`src/rtl/pit_pkg.sv`:
```
package pit_pkg;

  localparam logic [1:0] SEL_FALL = 2'b00;
  localparam logic [1:0] SEL_RISE = 2'b01;

  // Whether a detected transition matches the selected polarity
  function automatic logic edge_match(input logic [1:0] sel,
                                      input logic rise, input logic fall);
    if (sel[1])             return rise | fall;
    else if (sel == SEL_RISE) return rise;
    else                    return fall;
  endfunction

  // True when the next tick wraps the counter to zero
  function automatic logic at_wrap(input logic [63:0] cnt, input int unsigned w);
    logic all_ones;
    all_ones = 1'b1;
    for (int i = 0; i < w; i++) all_ones &= cnt[i];
    return all_ones;
  endfunction

endpackage

```
`src/rtl/pit_input_cond.sv`:
```
module pit_input_cond #(
  parameter int SYNC_STAGES = 2,
  parameter int FILT_LEN    = 2
) (
  input  logic clk,
  input  logic rst_n,
  input  logic pin_i,
  input  logic filt_on_i,
  output logic level_o
);
  localparam int HIST_W = FILT_LEN - 1;

  logic [SYNC_STAGES-1:0] sync_q;
  logic [HIST_W-1:0]      hist_q;
  logic                   filt_lvl_q;
  logic                   synced;
  logic [FILT_LEN-1:0]    window;

  always_ff @(posedge clk or negedge rst_n) begin
    if (!rst_n) sync_q <= '0;
    else        sync_q <= {sync_q[SYNC_STAGES-2:0], pin_i};
  end
  assign synced = sync_q[SYNC_STAGES-1];

  assign window = {hist_q, synced};

  generate
    if (HIST_W == 1) begin : g_hist1
      always_ff @(posedge clk or negedge rst_n) begin
        if (!rst_n) hist_q <= '0;
        else        hist_q <= synced;
      end
    end else begin : g_histn
      always_ff @(posedge clk or negedge rst_n) begin
        if (!rst_n) hist_q <= '0;
        else        hist_q <= {hist_q[HIST_W-2:0], synced};
      end
    end
  endgenerate

  always_ff @(posedge clk or negedge rst_n) begin
    if (!rst_n)           filt_lvl_q <= 1'b0;
    else if (&window)     filt_lvl_q <= 1'b1;
    else if (~|window)    filt_lvl_q <= 1'b0;
  end

  assign level_o = filt_on_i ? filt_lvl_q : synced;
endmodule

```
`src/rtl/pit_edge_det.sv`:
```
module pit_edge_det
  import pit_pkg::*;
(
  input  logic       clk,
  input  logic       rst_n,
  input  logic       level_i,
  input  logic [1:0] sel_i,
  output logic       hit_o
);
  logic lvl_d;
  logic rise, fall;

  always_ff @(posedge clk or negedge rst_n) begin
    if (!rst_n) lvl_d <= 1'b0;
    else        lvl_d <= level_i;
  end

  assign rise  = level_i & ~lvl_d;
  assign fall  = ~level_i & lvl_d;
  assign hit_o = edge_match(sel_i, rise, fall);
endmodule

```
`src/rtl/pit_counter.sv`:
```
module pit_counter
  import pit_pkg::*;
#(
  parameter int CNT_W = 16
) (
  input  logic             clk,
  input  logic             rst_n,
  input  logic             tick_i,
  input  logic             start_i,
  input  logic             stop_i,
  input  logic             cap_req_i,
  input  logic             start_irq_en_i,
  output logic [CNT_W-1:0] count_o,
  output logic [CNT_W-1:0] cap_o,
  output logic             ovf_o,
  output logic             run_o,
  output logic             irq_o
);
  logic [CNT_W-1:0] cnt_q, cap_q;
  logic             run_q, ovf_q, wrap_pend_q, irq_q;
  logic             do_start, do_cap, do_tick;

  assign do_start = start_i & ~stop_i;
  assign do_cap   = run_q & cap_req_i & ~stop_i & ~start_i;
  assign do_tick  = run_q & tick_i & ~stop_i & ~start_i & ~cap_req_i;

  always_ff @(posedge clk or negedge rst_n) begin
    if (!rst_n) begin
      cnt_q       <= '0;
      cap_q       <= '0;
      run_q       <= 1'b0;
      ovf_q       <= 1'b0;
      wrap_pend_q <= 1'b0;
      irq_q       <= 1'b0;
    end else begin
      irq_q <= 1'b0;
      if (stop_i) begin
        run_q <= 1'b0;
      end else if (do_start) begin
        run_q       <= 1'b1;
        cnt_q       <= '0;
        wrap_pend_q <= 1'b0;
        irq_q       <= start_irq_en_i;
      end else if (do_cap) begin
        cap_q       <= cnt_q;
        cnt_q       <= '0;
        ovf_q       <= wrap_pend_q;
        wrap_pend_q <= 1'b0;
        irq_q       <= 1'b1;
      end else if (do_tick) begin
        cnt_q <= cnt_q + 1'b1;
        if (at_wrap(64'(cnt_q), CNT_W)) wrap_pend_q <= 1'b1;
      end
    end
  end

  assign count_o = cnt_q;
  assign cap_o   = cap_q;
  assign ovf_o   = ovf_q;
  assign run_o   = run_q;
  assign irq_o   = irq_q;
endmodule

```
`src/rtl/pulse_interval_timer.sv`:
```
module pulse_interval_timer #(
  parameter int CNT_W       = 16,
  parameter int SYNC_STAGES = 2,
  parameter int FILT_LEN    = 2
) (
  input  logic             clk,
  input  logic             rst_n,
  input  logic             tick_i,
  input  logic             pin_i,
  input  logic             start_i,
  input  logic             stop_i,
  input  logic             sw_cap_i,
  input  logic [1:0]       edge_sel_i,
  input  logic             filt_en_i,
  input  logic             start_irq_en_i,
  output logic [CNT_W-1:0] count_o,
  output logic [CNT_W-1:0] cap_data_o,
  output logic             ovf_o,
  output logic             running_o,
  output logic             irq_o
);
  logic filt_cfg_q;
  logic pin_level;
  logic edge_hit;
  logic cap_evt;

  // Filter choice is frozen for the whole run
  always_ff @(posedge clk or negedge rst_n) begin
    if (!rst_n)                  filt_cfg_q <= 1'b0;
    else if (start_i && !stop_i) filt_cfg_q <= filt_en_i;
  end

  pit_input_cond #(.SYNC_STAGES(SYNC_STAGES), .FILT_LEN(FILT_LEN)) u_cond (
    .clk(clk), .rst_n(rst_n), .pin_i(pin_i),
    .filt_on_i(filt_cfg_q), .level_o(pin_level)
  );

  pit_edge_det u_edge (
    .clk(clk), .rst_n(rst_n), .level_i(pin_level),
    .sel_i(edge_sel_i), .hit_o(edge_hit)
  );

  assign cap_evt = edge_hit | sw_cap_i;

  pit_counter #(.CNT_W(CNT_W)) u_cnt (
    .clk(clk), .rst_n(rst_n), .tick_i(tick_i),
    .start_i(start_i), .stop_i(stop_i), .cap_req_i(cap_evt),
    .start_irq_en_i(start_irq_en_i),
    .count_o(count_o), .cap_o(cap_data_o), .ovf_o(ovf_o),
    .run_o(running_o), .irq_o(irq_o)
  );
endmodule

```
`config.mk`:
```
export PLATFORM = sky130hd
export DESIGN_NAME = pulse_interval_timer
export DESIGN_NICKNAME = d
export VERILOG_FILES = /design/src/rtl/pit_pkg.sv /design/src/rtl/pit_input_cond.sv /design/src/rtl/pit_edge_det.sv /design/src/rtl/pit_counter.sv /design/src/rtl/pulse_interval_timer.sv
export SDC_FILE = /design/constraint.sdc
export NUM_CORES = 1
export LEC_CHECK = 0
export BUFFER_PORTS_ARGS = -buffer_cell sky130_fd_sc_hd__buf_4
export CAP_MARGIN = 10
export CORE_UTILIZATION = 40
export CTS_CLUSTER_DIAMETER = 200
export DETAILED_ROUTE_END_ITERATION = 8
export GPL_TIMING_DRIVEN = 0
export SKIP_LAST_GASP = 1
export SLEW_MARGIN = 20
export SYNTH_ARGS = -nofsm -noshare
export SYNTH_HDL_FRONTEND = slang
export SYNTH_SLANG_ARGS = --single-unit
export TNS_END_PERCENT = 10
```
`constraint.sdc`:
```
create_clock -name clk -period 2.1 [get_ports clk]
set_input_delay 0.42 -clock clk [delete_from_list [all_inputs] [get_ports clk]]
set_output_delay 0.42 -clock clk [all_outputs]
set_load 0.05 [all_outputs]
```
# Word-level counts from Yosys, hierarchy flattened
# Cells that the tools add are included.
# Widths: inputs -> output; s select.
[op_classes] n_addsub=1 eq_ne=2 mux=17 n_bitwise=33 reduce_logical=10
[op_table] operator="$mux 16" n=3
[op_table] operator="$and 1x1->1" n=25
[op_table] operator="$add 16x1->16 const B" n=1
[op_table] operator="$mux 1" n=14
[op_table] operator="$not 1->1" n=6
[op_table] operator="$reduce_and 3->1" n=2
[op_table] operator="$reduce_bool 3->1" n=2
[op_table] operator="$reduce_and 2->1" n=2
[op_table] operator="$eq 2x1->1 const B" n=1
[op_table] operator="$ne 2x1->1 const B" n=1
[op_table] operator="$or 1x1->1" n=2
[op_table] operator="$reduce_bool 2->1" n=1
[op_table] operator="$reduce_or 2->1" n=1
[op_table] operator="$logic_and 1x1->1" n=1
[op_table] operator="$logic_not 1->1" n=1
[word_totals] regBits=42 inputBits=11 output_inout_bits=35

# Logic depth before layout (Yosys ltp)
[depth] depth_word=19 mapped_depth=10 depth_no_buf=8

# Hierarchy
# Synthesis repeated with hierarchy kept, for this count alone.
[unflattened] cells_unflattened=154 area_unflattened_um2=1904.3
[modules_own_cells] module="pit_counter" n_inst=1 cells_per_inst=136 area_per_inst_um2=1627.8 seq_area_each_um2=900.9
[modules_own_cells] module="pit_input_cond" n_inst=1 cells_per_inst=7 area_per_inst_um2=138.9 seq_area_each_um2=100.1
[modules_own_cells] module="pit_edge_det" n_inst=1 cells_per_inst=7 area_per_inst_um2=77.6 seq_area_each_um2=25.0
[modules_own_cells] module="pulse_interval_timer" n_inst=1 cells_per_inst=4 area_per_inst_um2=60.1 seq_area_each_um2=25.0

# Worst setup path before layout
# Ideal clock, no wire load.
[synth_timing] kind="reg-to-reg" from="register filt_cfg_q" to="register u_cnt.cap_q[7], in the netlist u_cnt.cap_o[7]" arrival_time_ns=2.025 t_required_ns=1.975 path_slack_ns=-0.050 path_stages_with_launch=11 n_path_buf=2 period_less_slack_ns=2.150 cell_sequence="dfrtp_1 > mux2i_1 > inv_1 > ha_1 > mux2_4 > o21a_1 > nor2_1 > or3b_1 > buf_6 > buf_12 > mux2_4"
[synth_between] elab_chain_cells=10 elab_cells_between_ends=12
[synth_lines] item="start, declared" line="pulse_interval_timer.sv:22" source="logic filt_cfg_q;"
[synth_lines] item="start signal, assigned" line="pulse_interval_timer.sv:30" source="else if (start_i && !stop_i) filt_cfg_q <= filt_en_i;"
[synth_lines] item="$mux 1 (*)" line="pit_input_cond.sv:47" source="assign level_o = filt_on_i ? filt_lvl_q : synced;"
[synth_lines] item="via pin_level" line="pulse_interval_timer.sv:23" source="logic pin_level;"
[synth_lines] item="$not 1->1" line="pit_edge_det.sv:19" source="assign fall = ~level_i & lvl_d;"
[synth_lines] item="$and 1x1->1" line="pit_edge_det.sv:19"
[synth_lines] item="$mux 1 or $or 1x1->1 (tied branches)" line="pit_pkg.sv:10, pit_pkg.sv:9"
[synth_lines] item="$mux 1 (*)" line="pit_pkg.sv:9" source="if (sel[1]) return rise | fall;"
[synth_lines] item="$or 1x1->1 (*)" line="pulse_interval_timer.sv:43" source="assign cap_evt = edge_hit | sw_cap_i;"
[synth_lines] item="$and 1x1->1 (*) (3 in series)" line="pit_counter.sv:24" source="assign do_cap = run_q & cap_req_i & ~stop_i & ~start_i;"
[synth_lines] item="$reduce_and 3->1 (no line) (*)"
[synth_lines] item="end signal, assigned" line="pit_counter.sv:45" source="cap_q <= cnt_q;"
[synth_lines] item="end, declared" line="pit_counter.sv:19" source="logic [CNT_W-1:0] cnt_q, cap_q;"
# The timed path passes the listed nets; every way through them passes the cells marked *.
# A chain may end at the register's enable or synchronous reset.

# Final worst setup path
[layout_timing] from="register filt_cfg_q" to="register u_cnt.cap_q[13], in the netlist u_cnt.cap_o[13]"
# Same word-level chain as after synthesis.

==> run_results.csv <==
group,metric,value,unit
finish,nets,228,
power_and_ir_drop,p_comb_share,11.0,%
placement,dp_slack,-0.316,ns
clocking,cts.reportedPaths.clkPinSlew,0.08,ns
worst_setup_path,crit_top_cell,"mux2_4",
logic_synthesis,ys_seq_area_share,54.2,%
timing,slew-limit-headroom,65.8,%
logic_synthesis,syn_area_per_cell,12.5,sq um
placement,io_buffers,45,
logic_synthesis,syn_inst,155,
power_and_ir_drop,power.switching,375,uW
worst_setup_path,critical-path-max-stage-delay,0.38,ns
worst_setup_path,arrival,2.44,ns
finish,final_layout_size_suffix_gt1_share,43.2,%
global_routing,antenna_found_initial,0,
logic_synthesis,yosysTopAreaCellShare,54.2,%
placement,dp_hpwl,2840,um
floorplanning,start_util,43.1,%
power_and_ir_drop,p_clk_share,34.6,%
logic_synthesis,synth_flop_cell,"dfrtp_1",
power_and_ir_drop,p_leak,0.00127,uW
clocking,clockBufferDepth,2,
power_and_ir_drop,power_frac_seq,54.4,%
logic_synthesis,synth.net_count,171,
finish,diodes,0,
finish,layout_commonest_cell,"buf_4",
timing,finalSetupViolations,28,
flow_run,maxCapViolations,0,
timing,finClkSkew,0.00577,ns
routing,firstDrtPassIters,4,
power_and_ir_drop,total_power,1540,uW
placement,place_congestion,0.840,
routing,avgRoutedWirePerCell,15.5,um
clocking,insertion_delay,0.29,ns
global_routing,first_global_vias,1459,
power_and_ir_drop,peakVddDrop,0.409,mV
routing,drc,0,
timing,tightestPinTransition,0.513,ns
timing,slew_violations,0,
worst_setup_path,crit_path_cell_trace,"mux2i_2 -> inv_1 -> ha_2 -> mux2_4 -> o21a_1 -> nor2_2 -> or3b_1 -> buf_6 -> buf_12 -> mux2_4",
routing,num_vias,1451,
finish,final_cell_mix,"47 x buf_4, 42 x dfrtp_1, 11 x a21oi_1, 11 x mux2_2, 10 x mux2_4",
timing,period_needed,2.26,ns
power_and_ir_drop,swShare,24.4,%
clocking,cts_tree,"built",
logic_synthesis,synth.distinct_cells,38,
logic_synthesis,ys.warnings.count,0,
global_routing,track_usage,17.4,%
clocking,root_buffer,"clkbuf_8",
logic_synthesis,synthArstFlopShare,100,%
global_routing,grt_pass1_wl,6800,um
run_status,status,"finished, violations left",
run_status,violations,"negative setup slack",
logic_synthesis,synth-seq-cells,42,
worst_setup_path,cp-start-kind,"register",
worst_hold_path,hold_path_class,"input pin to asynchronous set/reset pin",
timing,holdWs,0.0999,ns
floorplanning,chipHeight,71.6,um
timing,fin_crit_sh,108,%
worst_setup_path,rrSetupSlack,-0.16,ns
logic_synthesis,ys_top_cells_by_area,"dfrtp_1 54%, mux2_4 7.7%, mux2_2 6.4%, ha_1 3.2%, a21oi_1 2.8%",
timing,timing.fmax,443,MHz
floorplanning,dieArea,5130,sq um
worst_setup_path,crit_required,2.28,ns
floorplanning,core_area,4500,sq um
global_routing,grt_max_degree,43,
worst_setup_path,cp_top_family,"multiplexers",
logic_synthesis,netlist_area,1940,sq um
worst_setup_path,cp_max_fo,10,
worst_setup_path,crit_path_top_delay_cell,"dfrtp_1",
floorplanning,die_x,71.6,um
routing,vias_per_cell,5.48,
routing,final_antenna_net_count,0,
power_and_ir_drop,p_per_area,607,nW/um^2
timing,finalWorstSetupSlack,-0.158,ns
global_routing,grt.overflow.total,0,
worst_setup_path,path_class,"register to register",
clocking,cts_made_buffers,5,
clocking,clock-sinks,42,
worst_setup_path,setup.worst_path.end_class,"register",
floorplanning,io_pins,46,
floorplanning,rows,24,
finish,fillers,389,
power_and_ir_drop,intPower,1160,uW
routing,totalWireLength,4100,um
finish,design_area,2530,sq um
timing,rsz0062_at_grt,"yes",
clocking,htreeDepth,2,
logic_synthesis,synth_edf_count,0,
timing,hold_viol,0,
logic_synthesis,yosysTopAreaCell,"dfrtp_1",
placement,dpl_cell_area,2340,sq um
worst_setup_path,critPathBufInv,3,
finish,final_util,56.2,%
routing,drt_iter0_markers,103,
finish,syn_to_final_growth,30.6,%
## worst paths after layout
path | from | end | cells past startpoint
min | rst_n | u_cnt.count_o[14] | 1
min in group clk | pin_i | u_cond.sync_q[0] | 1
min reg2reg | u_cond.sync_q[0] | u_cond.sync_q[1] | 0
max in group asynchronous | rst_n | u_edge.lvl_d | 1
max reg2reg | filt_cfg_q | u_cnt.cap_o[13] | 10
max | filt_cfg_q | u_cnt.cap_o[13] | 10
## registers in the layout, indices dropped and copies added (netlist names)
signal             count
u_cnt.count_o         16
u_cond.hist_q          1
u_cond.filt_lvl_q      1
u_cnt.ovf_o            1
u_edge.lvl_d           1
filt_cfg_q             1
u_cond.sync_q          2
u_cnt.irq_o            1
u_cnt.cap_o           16
u_cnt.run_o            1
u_cnt.wrap_pend_q      1
## per-layer routing
metal,GRT usage (%),part of all wire [%]
met3,5.49,6.0
met4,9.37,1.9
met5,0,0
met1,22.8,44
met2,25.9,48
## repair_timing
item / in CTS / in global routing
endpoints found under the setup margin: 32 / 35
cloned: 1 / 0
resized for setup: 6 / 2
hold buffers: 0 / 0
buffers inserted: 3 / 1
pin swaps: 2 / 1
## per-stage QoR
| stage | TNS, ns | std cells |
|---|---|---|
| finish | -2.98 | 265 |
| global route | -6.43 | 265 |
| CTS | -3.67 | 264 |
| detailed placement | -6.70 | 252 |
| global placement | -4.48 | 252 |
| floorplan | -0.340 | 155 |
## cell families (layout without fill, tap and decap cells)
logic type      Yosys count  after routing  synth area share (%)
buf+inv                   7             64                  2.58
xor+xnor                  5              5                  2.26
fa+ha+maj                 5              5                  3.23
simple gates             41             41                  11.5
compound gates           33             34                  11.5
mux                      22             22                  14.6
flops                    42             42                  54.2
## power groups by stage
stage                     registers (uW)  logic (uW)  clock network, uW
after floorplan                      867        68.5                  0
after global routing                 838         183                591
final                                836         169                532
after CTS                            835         166                551
after detailed placement             851         147                  0
after global placement               849         142                  0
## worst register-to-register path: cells and delay by family, from the launching register on
kind | cells | cell delay, ns
mux | 3 | 0.82
flops | 1 | 0.38
buf+inv | 3 | 0.36
simple gates | 2 | 0.24
compound gates | 1 | 0.18
fa+ha+maj | 1 | 0.17
## Yosys cell counts (2+ instances only)
library cell	n
a21boi_0	2
nand2_1	9
o31ai_1	3
or3_1	5
nor2_1	10
and3_1	3
ha_1	5
mux2_4	10
nand3_1	4
mux2_2	11
or4_1	3
a22o_1	2
a21oi_1	11
xor2_1	2
dfrtp_1	42
xnor2_1	3
inv_1	4
o21ai_0	5
o2111ai_1	2
## layout make-up
class / instances / area (sq um) / share of cell area, %
flip-flops and latches: 42 / 1050 / 41.5
plain buffers: 3 / 38.8 / 1.53
clock inverters: 2 / 12.5 / 0.494
multi-input cells: 107 / 875 / 34.5
clock buffers: 6 / 82.6 / 3.26
repair buffers: 49 / 393 / 15.5
inverters: 4 / 15.0 / 0.593
well taps: 52 / 65.1 / 2.57
(Power assumes the default switching activity.)
